`src/rtl/gpio_bank_pkg.sv`:
```
`timescale 1ns/1ps
package gpio_bank_pkg;
    localparam int ADDR_W = 4;

    // Word offsets of the bank registers
    localparam logic [ADDR_W-1:0] OFS_DIR      = 4'd0;
    localparam logic [ADDR_W-1:0] OFS_DOUT     = 4'd1;
    localparam logic [ADDR_W-1:0] OFS_DOUT_SET = 4'd2;
    localparam logic [ADDR_W-1:0] OFS_DOUT_CLR = 4'd3;
    localparam logic [ADDR_W-1:0] OFS_DIN      = 4'd4;
    localparam logic [ADDR_W-1:0] OFS_RISE     = 4'd5;
    localparam logic [ADDR_W-1:0] OFS_FALL     = 4'd6;
    localparam logic [ADDR_W-1:0] OFS_LOW      = 4'd7;
    localparam logic [ADDR_W-1:0] OFS_HIGH     = 4'd8;
    localparam logic [ADDR_W-1:0] OFS_IEN_SET  = 4'd9;
    localparam logic [ADDR_W-1:0] OFS_IEN_CLR  = 4'd10;
    localparam logic [ADDR_W-1:0] OFS_STATUS   = 4'd11;
endpackage

```
`src/rtl/gpio_bank_sync.sv`:
```
`timescale 1ns/1ps
// Input synchronizer chain plus one history stage for edge comparison.
module gpio_bank_sync #(
    parameter int W      = 32,
    parameter int STAGES = 2
) (
    input  logic         clk,
    input  logic         rst_n,
    input  logic [W-1:0] pad_in,
    output logic [W-1:0] cur,
    output logic [W-1:0] prev
);
    localparam int DEPTH = STAGES + 1;

    logic [DEPTH-1:0][W-1:0] chain_d, chain_q;

    always_comb begin
        chain_d[0] = pad_in;
        for (int i = 1; i < DEPTH; i++) begin
            chain_d[i] = chain_q[i-1];
        end
    end

    always_ff @(posedge clk) begin
        if (!rst_n) begin
            chain_q <= '0;
        end else begin
            chain_q <= chain_d;
        end
    end

    assign cur  = chain_q[STAGES-1];
    assign prev = chain_q[STAGES];

    // the history stage is the synchronized value one cycle later
    a_r5_history: assert property (@(posedge clk) disable iff (!rst_n)
        $past(rst_n) |-> prev == $past(cur));
endmodule

```
`src/rtl/gpio_bank_detect.sv`:
```
`timescale 1ns/1ps
// Per-pin event detection with a hold-off window after detect-enable writes.
module gpio_bank_detect #(
    parameter int W          = 32,
    parameter int SETTLE_CYC = 5
) (
    input  logic         clk,
    input  logic         rst_n,
    input  logic [W-1:0] cur,
    input  logic [W-1:0] prev,
    input  logic [W-1:0] en_rise,
    input  logic [W-1:0] en_fall,
    input  logic [W-1:0] en_low,
    input  logic [W-1:0] en_high,
    input  logic         cfg_wr,
    output logic [W-1:0] evt,
    output logic         block
);
    localparam int CNT_W = $clog2(SETTLE_CYC + 1);
    localparam logic [CNT_W-1:0] CNT_LOAD = CNT_W'(SETTLE_CYC);

    logic [CNT_W-1:0] cnt_d, cnt_q;
    logic [W-1:0]     rise, fall;

    always_comb begin
        rise = cur & ~prev;
        fall = ~cur & prev;
        evt  = (rise & en_rise) | (fall & en_fall) |
               (~cur & en_low)  | (cur & en_high);
        if (cfg_wr) begin
            cnt_d = CNT_LOAD;
        end else if (cnt_q != '0) begin
            cnt_d = cnt_q - 1'b1;
        end else begin
            cnt_d = cnt_q;
        end
    end

    always_ff @(posedge clk) begin
        if (!rst_n) begin
            cnt_q <= '0;
        end else begin
            cnt_q <= cnt_d;
        end
    end

    assign block = (cnt_q != '0);

    a_r11_holdoff_starts: assert property (@(posedge clk) disable iff (!rst_n)
        cfg_wr |=> block);
    a_r11_holdoff_counts: assert property (@(posedge clk) disable iff (!rst_n)
        (block && !cfg_wr) |=> cnt_q == $past(cnt_q) - 1'b1);
endmodule

```
`src/rtl/gpio_bank_status.sv`:
```
`timescale 1ns/1ps
// Sticky event status, write-one-to-clear, set wins over clear.
module gpio_bank_status #(
    parameter int W = 32
) (
    input  logic         clk,
    input  logic         rst_n,
    input  logic [W-1:0] evt,
    input  logic [W-1:0] ien,
    input  logic         block,
    input  logic [W-1:0] clr,
    output logic [W-1:0] status,
    output logic         irq
);
    logic [W-1:0] st_d, st_q;
    logic [W-1:0] set_mask;

    always_comb begin
        set_mask = block ? '0 : (evt & ien);
        st_d     = (st_q & ~clr) | set_mask;
    end

    always_ff @(posedge clk) begin
        if (!rst_n) begin
            st_q <= '0;
        end else begin
            st_q <= st_d;
        end
    end

    assign status = st_q;
    assign irq    = |st_q;

    a_r8_needs_enable: assert property (@(posedge clk) disable iff (!rst_n)
        $past(rst_n) |-> (st_q & ~$past(st_q) & ~$past(ien)) == '0);
    a_r11_no_set_in_holdoff: assert property (@(posedge clk) disable iff (!rst_n)
        block |=> (st_q & ~$past(st_q)) == '0);
    a_r9_clear_takes: assert property (@(posedge clk) disable iff (!rst_n)
        (clr != '0) |=> (st_q & $past(clr) & ~$past(evt & ien)) == '0);
    a_r9_set_wins: assert property (@(posedge clk) disable iff (!rst_n)
        (!block && ((evt & ien) != '0)) |=> (st_q & $past(evt & ien)) == $past(evt & ien));
endmodule

```
`src/rtl/gpio_irq_bank.sv`:
```
`timescale 1ns/1ps
module gpio_irq_bank
    import gpio_bank_pkg::*;
#(
    parameter int NPINS       = 32,
    parameter int SYNC_STAGES = 2,
    parameter int SETTLE_CYC  = 5
) (
    input  logic              clk,
    input  logic              rst_n,
    input  logic              bus_sel,
    input  logic              bus_we,
    input  logic [ADDR_W-1:0] bus_addr,
    input  logic [NPINS-1:0]  bus_wdata,
    output logic [NPINS-1:0]  bus_rdata,
    input  logic [NPINS-1:0]  pad_in,
    output logic [NPINS-1:0]  pad_out,
    output logic [NPINS-1:0]  pad_oe,
    output logic              irq
);
    typedef struct packed {
        logic [NPINS-1:0] dir;
        logic [NPINS-1:0] dout;
        logic [NPINS-1:0] en_rise;
        logic [NPINS-1:0] en_fall;
        logic [NPINS-1:0] en_low;
        logic [NPINS-1:0] en_high;
        logic [NPINS-1:0] ien;
    } cfg_t;

    cfg_t             cfg_d, cfg_q;
    logic             wr;
    logic             cfg_wr;
    logic [NPINS-1:0] status_clr;
    logic [NPINS-1:0] sync_cur, sync_prev;
    logic [NPINS-1:0] evt;
    logic             block;
    logic [NPINS-1:0] status;

    assign wr = bus_sel & bus_we;

    always_comb begin
        cfg_d      = cfg_q;
        cfg_wr     = 1'b0;
        status_clr = '0;
        if (wr) begin
            case (bus_addr)
                OFS_DIR:      cfg_d.dir  = bus_wdata;
                OFS_DOUT_SET: cfg_d.dout = cfg_q.dout | bus_wdata;
                OFS_DOUT_CLR: cfg_d.dout = cfg_q.dout & ~bus_wdata;
                OFS_RISE: begin
                    cfg_d.en_rise = bus_wdata;
                    cfg_wr        = 1'b1;
                end
                OFS_FALL: begin
                    cfg_d.en_fall = bus_wdata;
                    cfg_wr        = 1'b1;
                end
                OFS_LOW: begin
                    cfg_d.en_low = bus_wdata;
                    cfg_wr       = 1'b1;
                end
                OFS_HIGH: begin
                    cfg_d.en_high = bus_wdata;
                    cfg_wr        = 1'b1;
                end
                OFS_IEN_SET:  cfg_d.ien  = cfg_q.ien | bus_wdata;
                OFS_IEN_CLR:  cfg_d.ien  = cfg_q.ien & ~bus_wdata;
                OFS_STATUS:   status_clr = bus_wdata;
                default: ;
            endcase
        end
    end

    always_ff @(posedge clk) begin
        if (!rst_n) begin
            cfg_q     <= '0;
            cfg_q.dir <= '1;
        end else begin
            cfg_q <= cfg_d;
        end
    end

    always_comb begin
        case (bus_addr)
            OFS_DIR:      bus_rdata = cfg_q.dir;
            OFS_DOUT,
            OFS_DOUT_SET,
            OFS_DOUT_CLR: bus_rdata = cfg_q.dout;
            OFS_DIN:      bus_rdata = sync_cur;
            OFS_RISE:     bus_rdata = cfg_q.en_rise;
            OFS_FALL:     bus_rdata = cfg_q.en_fall;
            OFS_LOW:      bus_rdata = cfg_q.en_low;
            OFS_HIGH:     bus_rdata = cfg_q.en_high;
            OFS_IEN_SET,
            OFS_IEN_CLR:  bus_rdata = cfg_q.ien;
            OFS_STATUS:   bus_rdata = status;
            default:      bus_rdata = '0;
        endcase
    end

    assign pad_out = cfg_q.dout;
    assign pad_oe  = ~cfg_q.dir;

    gpio_bank_sync #(.W(NPINS), .STAGES(SYNC_STAGES)) i_sync (
        .clk    (clk),
        .rst_n  (rst_n),
        .pad_in (pad_in),
        .cur    (sync_cur),
        .prev   (sync_prev)
    );

    gpio_bank_detect #(.W(NPINS), .SETTLE_CYC(SETTLE_CYC)) i_detect (
        .clk     (clk),
        .rst_n   (rst_n),
        .cur     (sync_cur),
        .prev    (sync_prev),
        .en_rise (cfg_q.en_rise),
        .en_fall (cfg_q.en_fall),
        .en_low  (cfg_q.en_low),
        .en_high (cfg_q.en_high),
        .cfg_wr  (cfg_wr),
        .evt     (evt),
        .block   (block)
    );

    gpio_bank_status #(.W(NPINS)) i_status (
        .clk    (clk),
        .rst_n  (rst_n),
        .evt    (evt),
        .ien    (cfg_q.ien),
        .block  (block),
        .clr    (status_clr),
        .status (status),
        .irq    (irq)
    );

    a_r3_set_only_raises: assert property (@(posedge clk) disable iff (!rst_n)
        (wr && bus_addr == OFS_DOUT_SET) |=>
            ((pad_out & $past(bus_wdata)) == $past(bus_wdata)) &&
            ((pad_out & ~$past(bus_wdata)) == ($past(pad_out) & ~$past(bus_wdata))));
    a_r4_clr_only_lowers: assert property (@(posedge clk) disable iff (!rst_n)
        (wr && bus_addr == OFS_DOUT_CLR) |=>
            ((pad_out & $past(bus_wdata)) == '0) &&
            ((pad_out & ~$past(bus_wdata)) == ($past(pad_out) & ~$past(bus_wdata))));
    a_r8_ien_set: assert property (@(posedge clk) disable iff (!rst_n)
        (wr && bus_addr == OFS_IEN_SET) |=> (cfg_q.ien & $past(bus_wdata)) == $past(bus_wdata));
    a_r2_dout_stable: assert property (@(posedge clk) disable iff (!rst_n)
        (!wr) |=> $stable(pad_out) && $stable(pad_oe));
endmodule

```
`config.mk`:
```
export PLATFORM = sky130hd
export DESIGN_NAME = gpio_irq_bank
export DESIGN_NICKNAME = d
export VERILOG_FILES = /design/src/rtl/gpio_bank_pkg.sv /design/src/rtl/gpio_bank_sync.sv /design/src/rtl/gpio_bank_detect.sv /design/src/rtl/gpio_bank_status.sv /design/src/rtl/gpio_irq_bank.sv
export SDC_FILE = /design/constraint.sdc
export NUM_CORES = 1
export LEC_CHECK = 0
export ABC_AREA = 1
export BUFFER_PORTS_ARGS = -buffer_cell sky130_fd_sc_hd__buf_4
export CELL_PAD_IN_SITES_DETAIL_PLACEMENT = 1
export CELL_PAD_IN_SITES_GLOBAL_PLACEMENT = 1
export CORE_MARGIN = 2
export CORE_UTILIZATION = 43
export DETAILED_ROUTE_END_ITERATION = 7
export HOLD_SLACK_MARGIN = 0.1
export MAX_ROUTING_LAYER = met4
export PLACE_DENSITY = 0.79
export SLEW_MARGIN = 20
export SYNTH_ARGS = -nofsm -noshare
export SYNTH_HDL_FRONTEND = slang
export SYNTH_HIERARCHICAL = 1
export SYNTH_SLANG_ARGS = --single-unit
export TNS_END_PERCENT = 20
```
`constraint.sdc`:
```
create_clock -name clk -period 1.82 [get_ports clk]
set_clock_uncertainty 0.05 [all_clocks]
set_input_delay 0.364 -clock clk [delete_from_list [all_inputs] [get_ports clk]]
set_output_delay 0.364 -clock clk [all_outputs]
set_load 0.05 [all_outputs]
```
==> reports/results.ini <==
[status]
status=complete, but fails checks
violations=negative setup slack

[logic_synthesis]
ys_ff_latch=355
ys_seq_area_frac=0.403
synth_compound_area_frac=0.0958
synth.mux.area_fraction=0
yosys.area.top_type=dfxtp_1
synth_cells=2668
ys_types=28
synthTopCellsByArea=dfxtp_1 40%, nand2_1 15%, nand3_1 10%, a21oi_1 6.7%, inv_1 6.2%
synth_top_family_by_area=simple AND/OR/NAND/NOR gates
yosysTopAreaCellShare=0.403
synth_nets=2743
synth-xor-area-share=0
yosys.area_share.simple=0.353
ys.warnings.count=6
syn_area_um2=17600
synth_area_per_cell_um2=6.61
synthAdderAreaFrac=0.00213

[clock_tree]
worstSkewPairLatency_ns=0.59
cts_tree=yes
clock_sinks=355
cts_root_buffer=clkbuf_16
htreeDepth=2
clk_pin_slew_ns=0.06
numCtsBuffers=42
clk_path_buf_depth=3

[grt]
track_usage=0.392
grt_max_degree=65
grt_util_met1=0.507
use_met2=0.588
use_met3=0.0743
grt_pass1_wl_mm=123
top_usage_layer=met2
grt_pass1_vias=20500
antenna_found_initial=2
overflow=0

[final_layout]
final_cell_mix=676 x nand2_1, 342 x dfxtp_1, 294 x nand3_1, 280 x inv_1, 236 x a21oi_1
finalNonFillerCells=3441
final_core_util=0.590
nFillCells=5067
nets=2950
final_area_um2=24000
drive_above_1_share=0.243
synthToLayoutAreaGrowth_pct=35.9
mostFrequentLayoutCell=nand2_1

[pwr]
seqPwrFrac=0.397
pwr-share-comb=0.161
max-vdd-ir-drop_mv=0.601
p_clk_frac=0.441
switching_share=0.290
p_switching_w=0.00589
p_int_w=0.0145
p_per_area_nw_per_um2=849
power_leakage_nw=10.8

[sta]
fin_setup_tns_ns=-9.47
hold_viol=0
slew_headroom=0.656
hold_ws_ns=0.120
setup_viol=34
worst_pin_slew_ns=0.517
post-route-period-util=1.21
rsz0062_at_grt=true
setup_ws_ns=-0.391
slew_viol_final=0
finalCriticalPeriod_ns=2.21
max_freq_ghz=0.452

[routing]
wl_per_cell_um=25.4
num_vias=20700
ant_nets=0
vias_per_cell=6.02
routed_wirelength_mm=87.4
firstDrtPassIters=6
drt-initial-drc-count=2581
drc_errors=0

[setup_path]
cp_max_fo=6
cp-end-kind=primary output
cp.required_ns=1.41
critPathKind=in2out
start_kind=input pin
worstPathArrival_ns=1.80

[die]
core_region_area_um2=40600
pin_count=169
fp.dieH_um=207
dieArea_um2=42700
initial_core_util=0.434
rows=74
die_x_um=207

[worst_hold_path]
hp-class=in2reg

[placed_design]
numPortBuffers=168
hpwl_mm=50.8
place_area_um2=20100
globalplace.congestion=0.958
dp.cells=3255

[flow_run]
maxCapViolCount=0

==> cell usage after synthesis <==
cell / number
or2_2: 16
a21oi_1: 237
buf_6: 4
dfxtp_1: 355
buf_1: 23
a21oi_2: 20
buf_12: 2
nor2_1: 186
nor2_4: 2
nand2_1: 706
buf_8: 2
nand3_2: 21
nand3_1: 366
ha_1: 3
o31ai_1: 1
nor2_2: 4
clkinv_1: 1
buf_2: 61
clkbuf_1: 112
nand4_1: 97
inv_4: 1
buf_4: 66
o21ai_0: 55
nand2_2: 12
inv_1: 292
inv_2: 12
o21ai_1: 9
and2_1: 2
==> power by group through the flow <==
| stage | Combinational [W] | Clock, W | Sequential, W |
|---|---|---|---|
| floorplan | 0.00159 | 0 | 0.00817 |
| global placement | 0.00255 | 0 | 0.00823 |
| detailed placement | 0.00262 | 0 | 0.00824 |
| CTS | 0.00303 | 0.00896 | 0.00807 |
| global route | 0.00338 | 0.00936 | 0.00809 |
| finish | 0.00329 | 0.00898 | 0.00808 |
==> path summary, 6_finish.rpt <==
path	start	endpoint	slack, ns	cells past startpoint
worst max-delay path	bus_addr[3]	bus_rdata[28]	-0.39	12
worst min-delay path	bus_wdata[18]	register	0.12	3
worst max register to register	i_detect/cnt_q[1]$_SDFFE_PP0P_	i_status/status[25]$_SDFF_PN0_	0.21	8
worst min register to register	i_sync/chain_d[37]$_SDFF_PN0_	i_sync/cur[5]$_SDFF_PN0_	0.36	2
==> routing by layer <==
layer	vias up	part of all wire
met5	-	0
met4	0	0.063
met3	443	0.11
met2	1393	0.43
met1	10000	0.39
li1	8860	-
==> cell type report <==
type / instances / area (um2) / share of cell area
tap: 532 / 666 / 0.0278
sequential: 355 / 7130 / 0.297
timing repair buffer: 433 / 4880 / 0.204
inverter: 306 / 1170 / 0.0489
clock buffer: 55 / 1190 / 0.0496
clock inverter: 21 / 251 / 0.0105
multi-input combinational: 1737 / 8680 / 0.362
antenna: 2 / 5.00 / 0.000209
==> worst max-delay path, stage by stage <==
cell     delay [ns]
buf_8          0.11
inv_4          0.06
buf_6          0.10
nor2_4         0.04
buf_6          0.14
buf_12         0.14
buf_4          0.14
nand3_1        0.07
nand2_1        0.08
nor2_1         0.19
nand3_2        0.17
buf_6          0.19
==> metrics by stage <==
| stage | power [W] | setup slack [ns] |
|---|---|---|
| 6_report | 0.0204 | -0.391 |
| 5_1_grt | 0.0208 | -0.408 |
| 4_1_cts | 0.0201 | -0.276 |
| 3_5_place_dp | 0.0109 | -0.371 |
| 3_3_place_gp | 0.0108 | -0.343 |
| 2_1_floorplan | 0.00976 | -0.139 |
==> repair_timing <==
| item | CTS | global route |
|---|---|---|
| setup buffers | 23 | 6 |
| resized for setup | 203 | 88 |
| pin swaps | 64 | 41 |
| hold buffers | 62 | 0 |
| setup endpoints to repair | 33 | 33 |
| hold endpoints to repair | 157 | 0 |
| cloned | 15 | 4 |
==> cells by family after synthesis <==
logic type	count (synthesis)
and+or+nand+nor	1412
buffers and inverters	576
DFF	355
AOI/OAI and AO/OA	322
adders and majority gates	3
(Power assumes the default switching activity.)
